File: config.mk
export PLATFORM = sky130hd
export DESIGN_NAME = slot12_status_shadow
export DESIGN_NICKNAME = d
export VERILOG_FILES = /design/src/rtl/slotcap_pkg.sv /design/src/rtl/slotcap_ctl.sv /design/src/rtl/slotcap_dp.sv /design/src/rtl/slot12_status_shadow.sv
export SDC_FILE = /design/constraint.sdc
export NUM_CORES = 1
export LEC_CHECK = 0
export ABC_AREA = 0
export BUFFER_PORTS_ARGS = -buffer_cell sky130_fd_sc_hd__buf_4
export CAP_MARGIN = 20
export CELL_PAD_IN_SITES_DETAIL_PLACEMENT = 0
export CELL_PAD_IN_SITES_GLOBAL_PLACEMENT = 1
export CORE_UTILIZATION = 45
export CTS_BUF_LIST = sky130_fd_sc_hd__clkbuf_2
export CTS_CLUSTER_DIAMETER = 50
export DETAILED_ROUTE_END_ITERATION = 6
export PLACE_DENSITY = 0.76
export SETUP_SLACK_MARGIN = 0.02
export SYNTH_ARGS = -nofsm -noshare
export SYNTH_HDL_FRONTEND = slang
export SYNTH_SLANG_ARGS = --single-unit
File: constraint.sdc
create_clock -name clk -period 2.3 [get_ports clk]
set_input_delay 0.23 -clock clk [delete_from_list [all_inputs] [get_ports clk]]
set_output_delay 0.23 -clock clk [all_outputs]
set_load 0.03 [all_outputs]
File: src/rtl/slotcap_pkg.sv
package slotcap_pkg;
  // Strobes from the control to the datapath, one group per system cycle
  typedef struct packed {
    logic shiftEn;     // take one serial bit into the shift register
    logic shadowLoad;  // last bit of the status slot: copy into shadow
    logic rdLocal;     // status read answered from the shadow
    logic rdFwd;       // read passed to the forward port
  } slotStrb_t;
endpackage

File: src/rtl/slotcap_ctl.sv
module slotcap_ctl
  import slotcap_pkg::*;
#(
  parameter int TAG_W       = 16,
  parameter int SLOT_W      = 20,
  parameter int NUM_SLOTS   = 12,
  parameter int TARGET_SLOT = 12,
  parameter int ADDR_W      = 7,
  parameter logic [ADDR_W-1:0] STATUS_ADDR = 7'h54
) (
  input  logic              clk,
  input  logic              rstN,
  input  logic              bitClk,
  input  logic              sync,
  input  logic              sdataIn,
  input  logic              rdEn,
  input  logic [ADDR_W-1:0] rdAddr,
  output slotStrb_t         strb
);
  localparam int FRAME_LEN = TAG_W + NUM_SLOTS * SLOT_W;
  localparam int CNT_W     = $clog2(FRAME_LEN);
  localparam int END_INT   = TAG_W + TARGET_SLOT * SLOT_W - 1;
  // tag bit (TAG_W-1-n) flags slot n; sent MSB first, so frame position n
  localparam logic [CNT_W-1:0] TAG_POS  = CNT_W'(TARGET_SLOT);
  localparam logic [CNT_W-1:0] SLOT_END = CNT_W'(END_INT);

  logic             bitClkQ;
  logic             syncPrev;
  logic             active;
  logic             tagOk;
  logic [CNT_W-1:0] cnt;
  logic [CNT_W-1:0] curIdx;
  logic             bitFall;
  logic             syncRise;
  logic             counting;

  assign bitFall  = bitClkQ & ~bitClk;
  assign syncRise = bitFall & sync & ~syncPrev;
  assign counting = bitFall & (active | syncRise);

  always_comb begin
    if (syncRise) curIdx = '0;
    else          curIdx = cnt + CNT_W'(1);
  end

  always_ff @(posedge clk or negedge rstN) begin
    if (!rstN) begin
      bitClkQ  <= 1'b1;
      syncPrev <= 1'b0;
      active   <= 1'b0;
      tagOk    <= 1'b0;
      cnt      <= '0;
    end else begin
      bitClkQ <= bitClk;
      if (bitFall) syncPrev <= sync;
      if (syncRise) active <= 1'b1;
      if (counting) begin
        cnt <= curIdx;
        if (curIdx == '0)     tagOk <= 1'b0;
        if (curIdx == TAG_POS) tagOk <= sdataIn;
      end
    end
  end

  always_comb begin
    strb.shiftEn    = counting;
    strb.shadowLoad = counting && (curIdx == SLOT_END) && tagOk;
    strb.rdLocal    = rdEn && (rdAddr == STATUS_ADDR);
    strb.rdFwd      = rdEn && (rdAddr != STATUS_ADDR);
  end


  sync_restart_chk: assert property (@(posedge clk) disable iff (!rstN)
    syncRise |=> (cnt == '0));


  load_at_slot_end_chk: assert property (@(posedge clk) disable iff (!rstN)
    strb.shadowLoad |=> (cnt == SLOT_END));


  idle_no_count_chk: assert property (@(posedge clk) disable iff (!rstN)
    (!active && !(bitFall && sync)) |=> $stable(cnt));
endmodule

File: src/rtl/slotcap_dp.sv
module slotcap_dp
  import slotcap_pkg::*;
#(
  parameter int SLOT_W = 20,
  parameter int DATA_W = 16,
  parameter int ADDR_W = 7
) (
  input  logic              clk,
  input  logic              rstN,
  input  slotStrb_t         strb,
  input  logic              sdataIn,
  input  logic [ADDR_W-1:0] rdAddr,
  output logic              rdValid,
  output logic [DATA_W-1:0] rdData,
  output logic              fwdValid,
  output logic [ADDR_W-1:0] fwdAddr,
  output logic              gpiIrq
);
  // shift holds the first SLOT_W-1 bits; the last bit comes from sdataIn
  localparam int SH_W = SLOT_W - 1;

  logic [SH_W-1:0]   shift;
  logic [DATA_W-1:0] statusQ;
  logic              irqQ;

  always_ff @(posedge clk or negedge rstN) begin
    if (!rstN) begin
      shift   <= '0;
      statusQ <= '0;
      irqQ    <= 1'b0;
    end else begin
      if (strb.shiftEn) shift <= {shift[SH_W-2:0], sdataIn};
      if (strb.shadowLoad) begin
        statusQ <= shift[SH_W-1 -: DATA_W];
        irqQ    <= sdataIn;
      end
    end
  end

  always_ff @(posedge clk or negedge rstN) begin
    if (!rstN) begin
      rdValid  <= 1'b0;
      rdData   <= '0;
      fwdValid <= 1'b0;
      fwdAddr  <= '0;
    end else begin
      rdValid  <= strb.rdLocal;
      fwdValid <= strb.rdFwd;
      if (strb.rdLocal) rdData  <= statusQ;
      if (strb.rdFwd)   fwdAddr <= rdAddr;
    end
  end

  assign gpiIrq = irqQ;


  shadow_hold_chk: assert property (@(posedge clk) disable iff (!rstN)
    !strb.shadowLoad |=> ($stable(statusQ) && $stable(irqQ)));
endmodule

File: src/rtl/slot12_status_shadow.sv
module slot12_status_shadow
  import slotcap_pkg::*;
#(
  parameter int TAG_W       = 16,
  parameter int SLOT_W      = 20,
  parameter int NUM_SLOTS   = 12,
  parameter int TARGET_SLOT = 12,
  parameter int DATA_W      = 16,
  parameter int ADDR_W      = 7,
  parameter logic [ADDR_W-1:0] STATUS_ADDR = 7'h54
) (
  input  logic              clk,
  input  logic              rstN,
  input  logic              bitClk,
  input  logic              sync,
  input  logic              sdataIn,
  input  logic              rdEn,
  input  logic [ADDR_W-1:0] rdAddr,
  output logic              rdValid,
  output logic [DATA_W-1:0] rdData,
  output logic              fwdValid,
  output logic [ADDR_W-1:0] fwdAddr,
  output logic              gpiIrq
);
  slotStrb_t strb;

  slotcap_ctl #(
    .TAG_W(TAG_W), .SLOT_W(SLOT_W), .NUM_SLOTS(NUM_SLOTS),
    .TARGET_SLOT(TARGET_SLOT), .ADDR_W(ADDR_W), .STATUS_ADDR(STATUS_ADDR)
  ) u_ctl (
    .clk(clk), .rstN(rstN), .bitClk(bitClk), .sync(sync),
    .sdataIn(sdataIn), .rdEn(rdEn), .rdAddr(rdAddr), .strb(strb)
  );

  slotcap_dp #(
    .SLOT_W(SLOT_W), .DATA_W(DATA_W), .ADDR_W(ADDR_W)
  ) u_dp (
    .clk(clk), .rstN(rstN), .strb(strb), .sdataIn(sdataIn),
    .rdAddr(rdAddr), .rdValid(rdValid), .rdData(rdData),
    .fwdValid(fwdValid), .fwdAddr(fwdAddr), .gpiIrq(gpiIrq)
  );


  local_read_chk: assert property (@(posedge clk) disable iff (!rstN)
    (rdEn && rdAddr == STATUS_ADDR) |=> (rdValid && !fwdValid));


  fwd_read_chk: assert property (@(posedge clk) disable iff (!rstN)
    (rdEn && rdAddr != STATUS_ADDR) |=> (fwdValid && !rdValid && fwdAddr == $past(rdAddr)));


  resp_excl_chk: assert property (@(posedge clk) disable iff (!rstN)
    !(rdValid && fwdValid));
endmodule

==> flow_metrics.py, run 1 <==
metrics = {
    "logic_synthesis": {
        "synth-seq-cells": 73,
        "ys_warn_count": 0,
        "yosysSeqAreaShare": 0.6015,
        "avgSynthCellArea_um2": 13.69,
        "synthTopCellsByArea": "dfrtp_1, mux2_2, mux2_4",
        "yosysTopAreaCell": "dfrtp_1",
        "synth_xor_area_frac": 0.01441,
        "synth_fa_ha_area_frac": 0.004117,
        "synth_top_family_by_area": "multiplexers",
        "yosys.area_share.simple": 0.09757,
        "synth_most_common_cell": "dfrtp_1",
        "synth_top_area_frac": 0.5928,
        "yosysUniqueCellTypes": 40,
        "syn-num-nets": 236,
        "async_flop_share": 1.000,
        "ys.flop_type": "dfrtp_1",
        "synth_compound_area_frac": 0.03788,
        "syn_inst": 222,
        "ys_top_cells_by_count": "dfrtp_1, mux2_2, nand2_1",
        "synth_edf_count": 0,
        "muxShareOfSynthArea": 0.2235,
        "synth.cell_area_mm2": 0.003039,
    },
    "place": {
        "dp.final_hpwl_mm": 3.207,
        "gp_congestion": 0.7960,
        "port_buffers": 38,
        "dpl_cell_area_mm2": 0.003425,
    },
    "power": {
        "leakagePower_nw": 1.862,
        "p_total_mw": 2.715,
        "power.density_mw_per_mm2": 729.9,
        "vdd_drop_max_v": 0.0004546,
    },
    "sta": {
        "tightest_slew_ns": 0.8934,
        "finalHoldViolCount": 0,
        "fin_skew_ns": 0.01985,
        "clock.fmax_ghz": 0.4617,
        "tns_ns": 0,
        "period_needed_ns": 2.166,
        "finalCritPeriodShare": 0.9417,
        "rsz0062_at_grt": "false",
        "max_slew_margin": 0.4044,
        "setup_violations": 0,
        "slew_viol_final": 0,
    },
    "grt": {
        "grtUsageTotal": 0.1578,
        "grt_pass1_wl_mm": 8.707,
        "grt_pass1_vias": 1870,
        "antenna_found_initial": 0,
        "overflow": 0,
        "grt_max_degree": 74,
    },
    "clocking": {
        "path_clk_slew_ns": 0.21,
        "clk_latency_ns": 0.49,
        "numCtsBuffers": 9,
        "cts_tree": "done",
        "clockRootBuffer": "clkbuf_2",
        "cts_setup_buffers": 0,
        "clock-sinks": 73,
        "cts_max_path_buffers": 2,
        "htree_levels": 3,
    },
    "worst_setup_path": {
        "critPathRequiredTime_ns": 2.73,
        "max_stage_delay_ns": 0.62,
        "slowest_stage": "or4b_2",
        "worstPathCellList": "ha_1 -> and3_1 -> nor4_1 -> a31oi_1 -> or4b_2 -> o21ai_0",
        "cp_max_fo": 8,
        "critical_path_arrival_ns": 2.60,
        "end_kind": "flop",
        "crit_type": "flop to flop",
        "cp-start-kind": "flop",
    },
    "layout": {
        "drive_gt1_frac": 0.4375,
        "fin_util": 0.5792,
        "area_growth_pct": 22.40,
        "final_nets": 297,
        "n_antenna_cell": 0,
        "design_area_mm2": 0.003720,
    },
    "floorplanning": {
        "fp.dieW_um": 84.18,
        "dieArea_mm2": 0.007086,
        "die_h_um": 84.18,
        "io_pins": 39,
        "start_util": 0.4732,
        "rows": 29,
        "core_mm2": 0.006422,
    },
    "drt": {
        "drt_first_pass_iters": 6,
        "vias_per_cell": 5.058,
        "dr.first_iter.drc_count": 57,
        "drcViolationCount": 10,
        "wl_mm": 4.998,
        "ant_nets": 0,
        "vias": 1846,
        "avgRoutedWirePerCell_um": 13.69,
    },
    "hold_path": {
        "hold_path_class": "primary input to flop",
    },
    "run": {
        "drv.max_cap_violation_count": 0,
    },
    "outcome": {
        "violations": "DRC",
        "status": "finished with violations",
    },
}
-- area by class of cell --
class / instances / area (µm²)
Inverter: 3 / 11.26
Timing Repair Buffer: 60 / 488.0
Clock inverter: 7 / 95.09
Clock buffer: 9 / 45.04
Multi-Input combinational cell: 136 / 1156
Fill cell: 540 / 2703
Sequential cell: 73 / 1828
Tap cell: 77 / 96.34
-- stage by stage --
stage / setup WS (ns) / hold slack [ns] / cells
5_1_grt: 0.03020 / 0.1534 / 365
4_1_cts: 0.09836 / 0.1316 / 365
6_report: 0.1342 / 0.1903 / 365
3_3_place_gp: 0.1938 / 0.3587 / 334
2_1_floorplan: 0.2952 / -0.06559 / 222
3_5_place_dp: 0.1674 / 0.3630 / 334
-- repair_timing --
action	in CTS	in global routing
setup endpoints to repair	0	17
resized for setup	0	1
hold buffers	15	0
hold endpoints to repair	84	0
-- critical path: cells and delay by family, from the launching register on --
kind | cells | cell delay [ns]
flip-flops | 1 | 0.50
AO/OA/AOI/OAI | 2 | 0.25
adder cells (fa/ha/maj) | 1 | 0.30
AND/OR/NAND/NOR | 3 | 1.05
-- per-layer routing --
metal  routed length [µm]  share of wire  track usage  vias to the layer above
met5                    0              0            0                        -
met4                   32         0.0064      0.05172                        0
met3                  186          0.037      0.05605                        4
met2                 2390           0.48       0.2452                       36
met1                 2389           0.48       0.2077                      909
li1                     -              -            -                      897
-- worst paths after layout --
| kind | startpoint | end | slack [ns] | cells after the start |
|---|---|---|---|---|
| setup / recovery | u_ctl.cnt[0] | u_ctl.tagOk | 0.13 | 6 |
| hold / removal | rdEn | u_dp.fwdValid | 0.19 | 3 |
| setup reg to reg | u_ctl.cnt[0] | u_ctl.tagOk | 0.13 | 6 |
| hold reg to reg | u_dp.fwdAddr[0] | u_dp.fwdAddr[0] | 0.50 | 2 |
| max in group asynchronous | rstN | u_dp.statusQ[9] | 1.34 | 2 |
| min in group asynchronous | rstN | u_dp.fwdAddr[5] | 0.37 | 2 |
-- sequential cells by signal (all words and copies together), names as in the netlist, 7 cells and up --
register / flops
u_ctl.cnt: 8
u_dp.rdData: 16
u_dp.fwdAddr: 7
u_dp.shift: 19
u_dp.statusQ: 16
-- power breakdown --
group / internal, mW / total, mW / switching, mW
Sequential: 1.43 / 1.54 / 0.115
Clock: 0.356 / 0.809 / 0.453
Combinational: 0.202 / 0.362 / 0.160
-- placed cells by master, fill, tap and decap left out, drive strengths merged, types with 3 or more instances in the layout --
cell type / Yosys / final
xnor2: 3 / 3
dfrtp: 72 / 72
o21ai: 14 / 14
buf: 4 / 45
nand2b: 3 / 3
inv: 3 / 3
nor2: 5 / 5
clkinvlp: 0 / 4
nand2: 23 / 23
mux2: 57 / 57
dlygate4sd3: 0 / 15
nand3: 3 / 3
clkbuf: 6 / 9
-- cells by family (layout without fill, tap and decap cells) --
kind of cell,Yosys count,count (layout)
xor+xnor,5,5
fa+ha+maj,1,1
mux,57,57
buf+inv,13,79
simple gates,53,53
flops,73,73
compound gates,20,20
No activity file was read; power rests on OpenSTA's default activity.
==> run 2, diff against run 1 <==
--- a/config.mk
+++ b/config.mk
@@ -16,6 +16,7 @@
 export DETAILED_ROUTE_END_ITERATION = 6
 export PLACE_DENSITY = 0.76
 export SETUP_SLACK_MARGIN = 0.02
+export SKIP_LAST_GASP = 1
 export SYNTH_ARGS = -nofsm -noshare
 export SYNTH_HDL_FRONTEND = slang
 export SYNTH_SLANG_ARGS = --single-unit
==> constraint.sdc (replaced) <==
create_clock -name clk -period 2.7 [get_ports clk]
set_input_delay 0.27 -clock clk [delete_from_list [all_inputs] [get_ports clk]]
set_output_delay 0.27 -clock clk [all_outputs]
set_load 0.03 [all_outputs]
==> flow_metrics.py, run 2 (synthesis gave the netlist of run 1 again) <==
metrics = {
    "outcome": {
        "status": "finished with violations",
        "violations": "DRC",
    },
    "worst_setup_path": {
        "crit_type": "flop to flop",
        "worstPathCellList": "nor2b_1 -> nand3b_1 -> nor3_1 -> nand4_4 -> mux2_4",
        "critical_path_arrival_ns": 2.76,
        "critPathRequiredTime_ns": 3.08,
        "reg2reg_slack_ns": 0.31,
        "max_stage_delay_ns": 0.57,
        "end_kind": "flop",
        "slowest_stage": "dfstp_2",
        "cp.buffers_inverters": 0,
        "cp_max_fo": 17,
        "cp-start-kind": "flop",
        "crit_family": "simple AND/OR/NAND/NOR gates",
    },
    "clocking": {
        "numCtsBuffers": 9,
        "cts_max_path_buffers": 2,
        "clockRootBuffer": "clkbuf_2",
        "cts_hold_buf": 15,
        "clock-sinks": 73,
        "cts_resized": 0,
        "path_clk_slew_ns": 0.20,
        "cts_tree": "done",
        "cts_setup_buffers": 0,
        "clk_latency_ns": 0.49,
        "htree_levels": 3,
    },
    "drt": {
        "vias": 1849,
        "drt_first_pass_iters": 6,
        "vias_per_cell": 5.150,
        "ant_nets": 0,
        "avgRoutedWirePerCell_um": 13.59,
        "dr.first_iter.drc_count": 89,
        "wl_mm": 4.879,
        "drcViolationCount": 10,
    },
    "floorplanning": {
        "die_h_um": 84.18,
        "io_pins": 39,
        "start_util": 0.4732,
        "core_mm2": 0.006422,
        "rows": 29,
        "dieArea_mm2": 0.007086,
        "fp.dieW_um": 84.18,
    },
    "grt": {
        "grt_max_degree": 74,
        "grtUsageTotal": 0.1574,
        "grt_pass1_wl_mm": 8.590,
        "overflow": 0,
        "antenna_found_initial": 0,
        "grt_pass1_vias": 1854,
    },
    "power": {
        "seqPwrFrac": 0.550,
        "leakagePower_nw": 1.859,
        "vdd_drop_max_v": 0.0003872,
        "switchingPower_mw": 0.5942,
        "power.density_mw_per_mm2": 647.9,
        "comb_power_share": 0.128,
        "swShare": 0.2487,
        "clkPwrFrac": 0.322,
        "intPower_mw": 1.795,
    },
    "sta": {
        "rsz0062_at_grt": "false",
        "tns_ns": 0,
        "tightest_slew_ns": 0.8876,
        "finalCritPeriodShare": 0.8846,
        "fin_skew_ns": 0.02275,
        "finalHoldViolCount": 0,
        "slew_viol_final": 0,
        "max_slew_margin": 0.4083,
        "clock.fmax_ghz": 0.4187,
        "setup_violations": 0,
        "fin_ws_ns": 0.3115,
        "period_needed_ns": 2.388,
    },
    "layout": {
        "final_nets": 291,
        "reg.largest.list": "u_dp.shift (19), u_dp.rdData (16), u_dp.statusQ (16)",
        "fin_util": 0.5743,
        "final_cell_mix": "dfrtp_1, mux2_2, buf_4",
        "regMostFlops": "u_dp.shift",
        "largest_register_ffs": 19,
        "drive_gt1_frac": 0.4220,
        "n_antenna_cell": 0,
        "area_growth_pct": 21.37,
        "final_common_cell": "dfrtp_1",
    },
    "place": {
        "dp.final_hpwl_mm": 3.079,
        "port_buffers": 38,
        "gp_congestion": 0.7764,
        "pre_cts_ws_ns": 0.3441,
    },
    "run": {
        "drv.max_cap_violation_count": 0,
    },
    "hold_path": {
        "hold_path_class": "primary input to flop",
    },
}
run 2: cell count changes in the layout (fill, tap and decap cells not counted):
cell / before / now
buf_4: 45 / 39
bufinv_16: 2 / 3
clkbuf_2: 9 / 11
clkinv_4: 0 / 1
clkinvlp_4: 4 / 0
nor3_1: 1 / 2
nor3_2: 1 / 0
run 2: through the flow:
stage	hold slack (ns)	std cells	instance area [µm²]	total power, mW
after floorplan	-0.02559	222	3039	1.521
after global placement	0.3996	328	3379	1.620
after detailed placement	0.4007	328	3379	1.629
after CTS	0.1467	359	3689	2.430
after global routing	0.2176	359	3689	2.520
final	0.2008	359	3689	2.390
run 2: final cells by class:
type	instances	area, µm²
tap	77	96.34
clock inverter	5	103.9
fill	546	2734
clock buffer	11	55.05
sequential	73	1828
inverter	3	11.26
multi-input combinational	136	1151
timing repair buffer	54	442.9
run 2: metal layers:
layer	vias up	global-route usage	wire (µm)
met5	-	0	0
met4	0	0.06113	63
met3	8	0.05801	237
met2	36	0.2437	2263
met1	919	0.2025	2315
li1	886	-	-
run 2: worst register-to-register path: stages (launching register included):
cell and delay [ns]:
dfstp_2 0.57, nor2b_1 0.28, nand3b_1 0.22, nor3_1 0.37
nand4_4 0.40, mux2_4 0.43
run 2: final timing paths:
path	from	to	depth (start not counted)
worst max-delay path	u_ctl.bitClkQ	u_dp.statusQ[9]	5
worst min-delay path	rdEn	u_dp.fwdValid	3
worst max register to register	u_ctl.bitClkQ	u_dp.statusQ[9]	5
worst min register to register	u_dp.fwdAddr[1]	u_dp.fwdAddr[1]	2
max in group asynchronous	rstN	u_dp.shift[16]	2
min in group asynchronous	rstN	u_dp.fwdAddr[5]	2
run 2: power groups by stage:
stage / combinational (mW) / clock (mW) / sequential (mW)
after global routing: 0.338 / 0.848 / 1.33
final: 0.306 / 0.770 / 1.31
after floorplan: 0.195 / 0 / 1.33
after detailed placement: 0.291 / 0 / 1.34
after CTS: 0.311 / 0.803 / 1.32
after global placement: 0.285 / 0 / 1.33
==> run 3, diff against run 2 <==
--- a/config.mk
+++ b/config.mk
@@ -14,7 +14,7 @@
 export CTS_BUF_LIST = sky130_fd_sc_hd__clkbuf_2
 export CTS_CLUSTER_DIAMETER = 50
 export DETAILED_ROUTE_END_ITERATION = 6
-export PLACE_DENSITY = 0.76
+export PLACE_DENSITY_LB_ADDON = 0.05
 export SETUP_SLACK_MARGIN = 0.02
 export SKIP_LAST_GASP = 1
 export SYNTH_ARGS = -nofsm -noshare
==> flow_metrics.py, run 3 (synthesis gave the netlist of run 1 again) <==
metrics = {
    "drt": {
        "drcViolationCount": 9,
        "vias_per_cell": 5.164,
        "wl_mm": 5.118,
        "drt-met1-wl_mm": 2.408,
        "dr.first_iter.drc_count": 85,
        "wl_met3_um": 182,
        "vias": 1854,
        "top_layer_used": "met4",
        "wl_met2_mm": 2.460,
        "drt_first_pass_iters": 6,
        "ant_nets": 0,
        "avgRoutedWirePerCell_um": 14.26,
    },
    "worst_setup_path": {
        "end_kind": "flop",
        "crit_type": "flop to flop",
        "cp_max_fo": 17,
        "critical_path_arrival_ns": 2.85,
        "crit_start": "u_ctl.bitClkQ",
        "max_stage_delay_ns": 0.57,
        "critPathRequiredTime_ns": 3.10,
        "slowest_stage": "dfstp_2",
        "r2r_start": "u_ctl.bitClkQ",
        "worstPathCellList": "nor2b_1 -> nand3b_1 -> nor3_1 -> nand4_4 -> mux2_4",
        "cp-start-kind": "flop",
    },
    "clocking": {
        "cts_hold_buf": 15,
        "htree_levels": 3,
        "clk_latency_ns": 0.51,
        "cts_resized": 0,
        "cts_setup_buffers": 0,
        "cts_max_path_buffers": 2,
        "cts_tree": "done",
        "path_clk_slew_ns": 0.20,
        "clockRootBuffer": "clkbuf_2",
        "numCtsBuffers": 9,
        "clock-sinks": 73,
    },
    "power": {
        "power.density_mw_per_mm2": 610.9,
        "vdd_drop_max_v": 0.0003219,
        "intPower_mw": 1.599,
        "leakagePower_nw": 1.828,
        "switchingPower_mw": 0.6281,
        "seqPwrFrac": 0.592,
        "clkPwrFrac": 0.272,
        "comb_power_share": 0.137,
        "swShare": 0.2820,
    },
    "layout": {
        "area_growth_pct": 19.97,
        "drive_gt1_frac": 0.4184,
        "regMostFlops": "u_dp.shift",
        "final_common_cell": "dfrtp_1",
        "final_nets": 291,
        "reg.largest.list": "u_dp.shift (19), u_dp.rdData (16), u_dp.statusQ (16)",
        "nFillCells": 549,
        "final_cell_mix": "dfrtp_1, mux2_2, buf_4",
        "largest_register_ffs": 19,
        "fin_util": 0.5677,
        "n_antenna_cell": 0,
    },
    "sta": {
        "period_needed_ns": 2.446,
        "rsz0062_at_grt": "false",
        "tns_ns": 0,
        "fin_ws_ns": 0.2541,
        "clock.fmax_ghz": 0.4088,
        "finalCritPeriodShare": 0.9059,
        "hold-worst-slack_ns": 0.2053,
        "setup_violations": 0,
        "finalHoldViolCount": 0,
        "max_slew_margin": 0.4086,
        "fin_skew_ns": 0.02153,
        "slew_viol_final": 0,
        "tightest_slew_ns": 0.8871,
    },
    "place": {
        "gp_congestion": 0.8328,
        "pre_cts_ws_ns": 0.2664,
        "port_buffers": 38,
        "dp.final_hpwl_mm": 3.187,
    },
    "hold_path": {
        "hold_start": "rdEn",
        "hold_path_class": "primary input to flop",
    },
    "floorplanning": {
        "core_mm2": 0.006422,
        "start_util": 0.4732,
        "dieArea_mm2": 0.007086,
        "die_h_um": 84.18,
        "io_pins": 39,
        "rows": 29,
        "fp.dieW_um": 84.18,
    },
    "grt": {
        "grt_pass1_vias": 1927,
        "antenna_found_initial": 0,
        "grt_max_degree": 74,
        "overflow": 0,
        "grtUsageTotal": 0.1647,
        "grt_pass1_wl_mm": 8.859,
    },
    "outcome": {
        "violations": "DRC",
        "status": "finished with violations",
    },
    "run": {
        "drv.max_cap_violation_count": 0,
    },
}
## run 3: changes by cell type in the layout (fill, tap and decap cells not counted)
cell,delta
bufinv_16,-2
clkbuf_2,-2
clkinv_1,+1
clkinv_4,+1
clkinvlp_4,+2
## run 3: final timing paths
path	slack (ns)	to	cells past startpoint
setup / recovery	0.25	u_dp.statusQ[7]	5
hold / removal	0.21	u_dp.fwdValid	3
setup reg to reg	0.25	u_dp.statusQ[7]	5
hold reg to reg	0.50	u_dp.fwdAddr[1]	2
max in group asynchronous	1.71	u_dp.rdData[9]	2
min in group asynchronous	0.43	u_dp.statusQ[9]	2
## run 3: layer usage
| layer | vias up | track usage |
|---|---|---|
| met5 | - | 0 |
| met4 | 0 | 0.08621 |
| met3 | 8 | 0.04818 |
| met2 | 36 | 0.2638 |
| met1 | 919 | 0.2033 |
| li1 | 891 | - |
## run 3: power by group through the flow
stage                     clock network [mW]  registers [mW]  logic (mW)
final                                  0.605            1.32       0.304
after global routing                   0.688            1.34       0.336
after CTS                              0.633            1.32       0.309
after detailed placement                   0            1.34       0.291
after global placement                     0            1.34       0.287
after floorplan                            0            1.33       0.195
## run 3: stage by stage
step | cells | area, µm² | power [mW]
6_report | 359 | 3646 | 2.227
5_1_grt | 359 | 3646 | 2.360
4_1_cts | 359 | 3646 | 2.261
3_5_place_dp | 328 | 3379 | 1.633
3_3_place_gp | 328 | 3379 | 1.627
2_1_floorplan | 222 | 3039 | 1.521
## run 3: critical path, delay by kind of cell, from the launching register on
kind / cells / cell delay [ns]
and+or+nand+nor: 4 / 1.35
muxes: 1 / 0.42
DFF: 1 / 0.57
## run 3: cell type report
class                           count  area, µm²  area share
Clock buffer                        9      45.04     0.01235
Clock inverter                      7      71.32     0.01956
Inverter                            3      11.26    0.003089
Multi-Input combinational cell    136       1151      0.3157
Sequential cell                    73       1828      0.5014
Tap cell                           77      96.34     0.02642
Timing Repair Buffer               54      442.9      0.1215
